[src/rtl/rst_seq_pkg.sv]
package rst_seq_pkg;
  typedef enum logic [1:0] {
    CAUSE_NONE   = 2'd0,
    CAUSE_SUPPLY = 2'd1,
    CAUSE_WDOG   = 2'd2
  } restart_cause_e;

  function automatic int unsigned cnt_width(input int unsigned n);
    return (n < 2) ? 1 : $clog2(n);
  endfunction
endpackage

[src/rtl/rst_seq_hold_timer.sv]
module rst_seq_hold_timer #(
  parameter int unsigned HOLD_TICKS = 200
) (
  input  logic clk_i,
  input  logic rst_ni,
  input  logic clear_i,
  input  logic run_i,
  input  logic tick_i,
  output logic expire_o
);
  localparam int unsigned CW = rst_seq_pkg::cnt_width(HOLD_TICKS);
  localparam logic [CW-1:0] LAST = CW'(HOLD_TICKS - 1);

  logic [CW-1:0] cnt_q;

  assign expire_o = run_i && !clear_i && tick_i && (cnt_q == LAST);

  always_ff @(posedge clk_i or negedge rst_ni) begin
    if (!rst_ni)                 cnt_q <= '0;
    else if (clear_i || !run_i)  cnt_q <= '0;
    else if (tick_i)             cnt_q <= (cnt_q == LAST) ? '0 : cnt_q + 1'b1;
  end
endmodule

[src/rtl/rst_seq_bus_gate.sv]
module rst_seq_bus_gate (
  input  logic clk_i,
  input  logic rst_ni,
  input  logic in_rst_i,
  input  logic xfer_busy_i,
  input  logic nv_start_req_i,
  output logic bus_en_o,
  output logic xfer_abort_o,
  output logic nv_start_o
);
  logic in_rst_d;

  always_ff @(posedge clk_i or negedge rst_ni) begin
    if (!rst_ni) in_rst_d <= 1'b1;
    else         in_rst_d <= in_rst_i;
  end

  assign bus_en_o     = !in_rst_i;
  assign xfer_abort_o = in_rst_i && !in_rst_d && xfer_busy_i;
  // write engine is never told to stop: a running write completes
  assign nv_start_o   = nv_start_req_i && !in_rst_i;
endmodule

[src/rtl/rst_seq_supervisor.sv]
module rst_seq_supervisor #(
  parameter int unsigned HOLD_TICKS = 200,
  parameter bit          ACTIVE_LOW = 1'b1
) (
  input  logic clk_i,
  input  logic rst_ni,
  input  logic tick_i,
  input  logic supply_ok_i,
  input  logic wdog_i,
  input  logic xfer_busy_i,
  input  logic nv_start_req_i,
  output logic sys_rst_o,
  output logic bus_en_o,
  output logic xfer_abort_o,
  output logic nv_start_o
);
  import rst_seq_pkg::*;

  restart_cause_e cause;
  logic in_rst_q, expire;

  always_comb begin
    if (!supply_ok_i) cause = CAUSE_SUPPLY;
    else if (wdog_i)  cause = CAUSE_WDOG;
    else              cause = CAUSE_NONE;
  end

  rst_seq_hold_timer #(.HOLD_TICKS(HOLD_TICKS)) u_timer (
    .clk_i    (clk_i),
    .rst_ni   (rst_ni),
    .clear_i  (cause != CAUSE_NONE),
    .run_i    (in_rst_q),
    .tick_i   (tick_i),
    .expire_o (expire)
  );

  always_ff @(posedge clk_i or negedge rst_ni) begin
    if (!rst_ni)                 in_rst_q <= 1'b1;
    else if (cause != CAUSE_NONE) in_rst_q <= 1'b1;
    else if (expire)             in_rst_q <= 1'b0;
  end

  rst_seq_bus_gate u_gate (
    .clk_i          (clk_i),
    .rst_ni         (rst_ni),
    .in_rst_i       (in_rst_q),
    .xfer_busy_i    (xfer_busy_i),
    .nv_start_req_i (nv_start_req_i),
    .bus_en_o       (bus_en_o),
    .xfer_abort_o   (xfer_abort_o),
    .nv_start_o     (nv_start_o)
  );

  generate
    if (ACTIVE_LOW) begin : g_low
      assign sys_rst_o = !in_rst_q;
    end else begin : g_high
      assign sys_rst_o = in_rst_q;
    end
  endgenerate
endmodule

[config.mk]
export PLATFORM = sky130hd
export DESIGN_NAME = rst_seq_supervisor
export DESIGN_NICKNAME = d
export VERILOG_FILES = /design/src/rtl/rst_seq_pkg.sv /design/src/rtl/rst_seq_hold_timer.sv /design/src/rtl/rst_seq_bus_gate.sv /design/src/rtl/rst_seq_supervisor.sv
export SDC_FILE = /design/constraint.sdc
export NUM_CORES = 1
export LEC_CHECK = 0
export BUFFER_PORTS_ARGS = -buffer_cell sky130_fd_sc_hd__buf_2
export CAP_MARGIN = 20
export CORE_AREA = 2 2 41 43
export CTS_CLUSTER_SIZE = 14
export DETAILED_ROUTE_END_ITERATION = 12
export DIE_AREA = 0 0 43 45
export PLACE_DENSITY_LB_ADDON = 0.15
export SLEW_MARGIN = 10
export SYNTH_ARGS = -nofsm -noshare
export SYNTH_HDL_FRONTEND = slang
export SYNTH_SLANG_ARGS = --single-unit
[constraint.sdc]
create_clock -name clk_i -period 2.12 [get_ports clk_i]
set_input_delay 0.106 -clock clk_i [delete_from_list [all_inputs] [get_ports clk_i]]
set_output_delay 0.106 -clock clk_i [all_outputs]
set_load 0.05 [all_outputs]
==> impl_metrics.ini <==
[sta]
fin_skew_ps = 4.85
max_freq_mhz = 604
fin_crit_ps = 1660
hold_viol_final = 0
tightest_slew_ps = 363
slew_headroom_pct = 75.8
setup_viol = 0
period_share_pct = 78.1
slew_violations = 0
timing.setup.tns_ps = 0
rsz0062_at_grt = no

[run]
maxCapViolCount = 0

[clock_tree]
ctsLongestPathBuffers = 2
cts_tree = built
ctsResizeCount = 0
clk_latency_ps = 260
cts-root-buf = clkbuf_4
cts.sinks = 10
cts.clk_slew.worst_paths_ps = 70
cts_setup_buffers = 0
h-tree-depth = 1
cts_buffers = 3

[power]
power.total_uw = 356
irDropWorstVdd_v = 0.000223
p_per_area_nw_per_um2 = 552
p_leak_uw = 0.000329

[route]
wl_per_cell_um = 13.1
vias = 442
drtAntennaViolNets = 0
drt_wl_total_um = 1090
drtIter0Drc = 17
dr.pass1.iters = 4
drcViolationCount = 0
via_per_inst = 5.33

[grt]
grt.overflow.total = 0
grt_pass1_vias = 439
antenna_found_initial = 0
grt_max_degree = 13
track_usage_pct = 14.2
grt_pass1_wl_um = 2010

[outcome]
status = finished clean

[logic_synthesis]
synth_fa_ha_area_share_pct = 4.46
synth_top_family_by_area = simple AND/OR/NAND/NOR gates
synth-xor-area-share_pct = 3.13
synth_top_area_share_pct = 35.7
syn_inst = 55
synthFlopType = dfrtp_1
yosysWarnings = 0
ys_ff_latch = 10
postSynth.asyncResetShare_pct = 100
syn-cell-area_um2 = 561
synth_compound_area_share_pct = 15.4
synth_edf_count = 0
synth_nets = 64
synth.area.mux_share_pct = 2.01
ys_seq_area_share_pct = 45.1
synthSimpleGateAreaFrac_pct = 24.6
postSynthAreaPerCell_um2 = 10.2
ys_types = 28
synth.largest_area_cell = dfrtp_1
ys_top_cells_by_area = dfrtp_1 36%, dfstp_2 9.4%, a22o_2 5.4%

[finish]
drive_gt1_share_pct = 31.3
utilization_pct = 43.8
nets = 77
finish.instance_area_um2 = 644
syn_to_final_growth_pct = 15.0
antennaDiodeCount = 0

[placed_design]
hpwl_um = 776
dpl_cell_area_um2 = 608
io_buffers = 10
gp_congestion = 0.833

[critical_path]
r2r_cells = 4
r2r_slack_ps = 460
r2r-end = u_timer.cnt_q[6]$_DFFE_PN0P_
crit_type = reg2reg
arrival_ps = 1820
crit_path_end_kind = flop
worstSetupStartpointType = flop
critPathMaxFanout = 12
r2r_start = u_timer.cnt_q[3]$_DFFE_PN0P_
crit_required_ps = 2280

[die]
ioPinCount = 11
die_h_um = 45
die_w_um = 43
die_area_um2 = 1940
initial_core_util_pct = 38.1
rows = 14
core_um2 = 1470

[hold_path]
holdPathEnd = in_rst_q$_DFFE_PN1P_
hold_depth = 3
min_from = wdog_i
worstHoldPathType = in2reg
==> synthesized netlist by cell type, types with 2 or more instances <==
master and instances:
a21oi_1 2, a22o_2 3, a31oi_1 2, and3_1 2, dfrtp_1 8, dfstp_2 2
ha_1 2, inv_1 2, nand2_1 3, nand3_1 4, nand3b_1 2, nand4_1 3
nor2b_1 2, nor3b_1 2, o21ai_0 2, xnor2_1 2
==> layout by cell type, fill, tap and decap left out, types with 2 or more instances in the layout <==
cell,count
nand2_1,3
a22o_2,3
nor2b_1,2
nand3b_1,2
a31oi_1,2
dfrtp_1,8
dfstp_2,2
a21oi_1,2
buf_2,10
nand4_1,3
o21ai_0,2
nand3_1,4
inv_1,2
and3_1,2
clkbuf_4,3
xnor2_1,2
nor3b_1,2
ha_1,2
==> where the power goes <==
part / internal (uW) / total, uW / switching, uW
combinational: 11.0 / 23.1 / 12.1
sequential: 192 / 194 / 1.79
clock: 72.7 / 138 / 65.8
==> worst max-delay path by stage <==
| stage | from | endpoint | slack [ps] | cells after the start |
|---|---|---|---|---|
| global placement | u_timer.cnt_q[3]$_DFFE_PN0P_ | u_timer.cnt_q[6]$_DFFE_PN0P_ | 500 | 4 |
| finish | u_timer.cnt_q[3]$_DFFE_PN0P_ | u_timer.cnt_q[6]$_DFFE_PN0P_ | 460 | 4 |
| detailed placement | u_timer.cnt_q[3]$_DFFE_PN0P_ | u_timer.cnt_q[6]$_DFFE_PN0P_ | 480 | 4 |
| global route | u_timer.cnt_q[0]$_DFFE_PN0P_ | u_timer.cnt_q[7]$_DFFE_PN0P_ | 370 | 5 |
| CTS | u_timer.cnt_q[3]$_DFFE_PN0P_ | u_timer.cnt_q[6]$_DFFE_PN0P_ | 450 | 4 |
| floorplan | in_rst_q$_DFFE_PN1P_ | xfer_abort_o | 7 | 2 |
==> area by class of cell <==
class                           instances  area, um2
Timing Repair Buffer                   11       60.1
Tap cell                               16       20.0
Sequential cell                        10        253
Inverter                                2       7.51
Clock buffer                            4       26.3
Fill cell                             156        827
Multi-Input combinational cell         40        278
==> layer usage <==
layer	track usage, %	part of all wire [%]	vias up
met5	0	0	-
met4	3.64	0	0
met3	4.80	4.0	0
met2	21.8	45	12
met1	19.5	51	202
li1	-	-	228
==> cells by family (layout without fill, tap and decap cells) <==
group           count (synthesis)  in the layout
fa+ha+maj                       2              2
xor+xnor                        2              2
buf+inv                         5             17
flops                          10             10
simple gates                   23             23
compound gates                 12             12
mux                             1              1
==> critical path, cell delays in order (launching register included) <==
cell and delay [ps]:
dfrtp_1 420, or3_1 410, o21a_1 330, a21o_2 230, a21o_1 160
==> registers in the layout (all words and copies together), names as in the netlist <==
register and flops:
u_timer.cnt_q 8, u_gate.in_rst_d 1, in_rst_q 1
==> stage by stage <==
step / std cells / hold slack, ps / setup WS (ps)
2_1_floorplan: 55 / -190 / 6.93
3_3_place_gp: 78 / -16.9 / 497
3_5_place_dp: 78 / -16.9 / 478
4_1_cts: 83 / 78.5 / 446
5_1_grt: 83 / 127 / 371
6_report: 83 / 92.1 / 465
==> what timing repair did <==
item	CTS	global route
hold endpoints to repair	10	0
endpoints found under the setup margin	0	0
hold buffers	1	0
(Power assumes the default switching activity.)
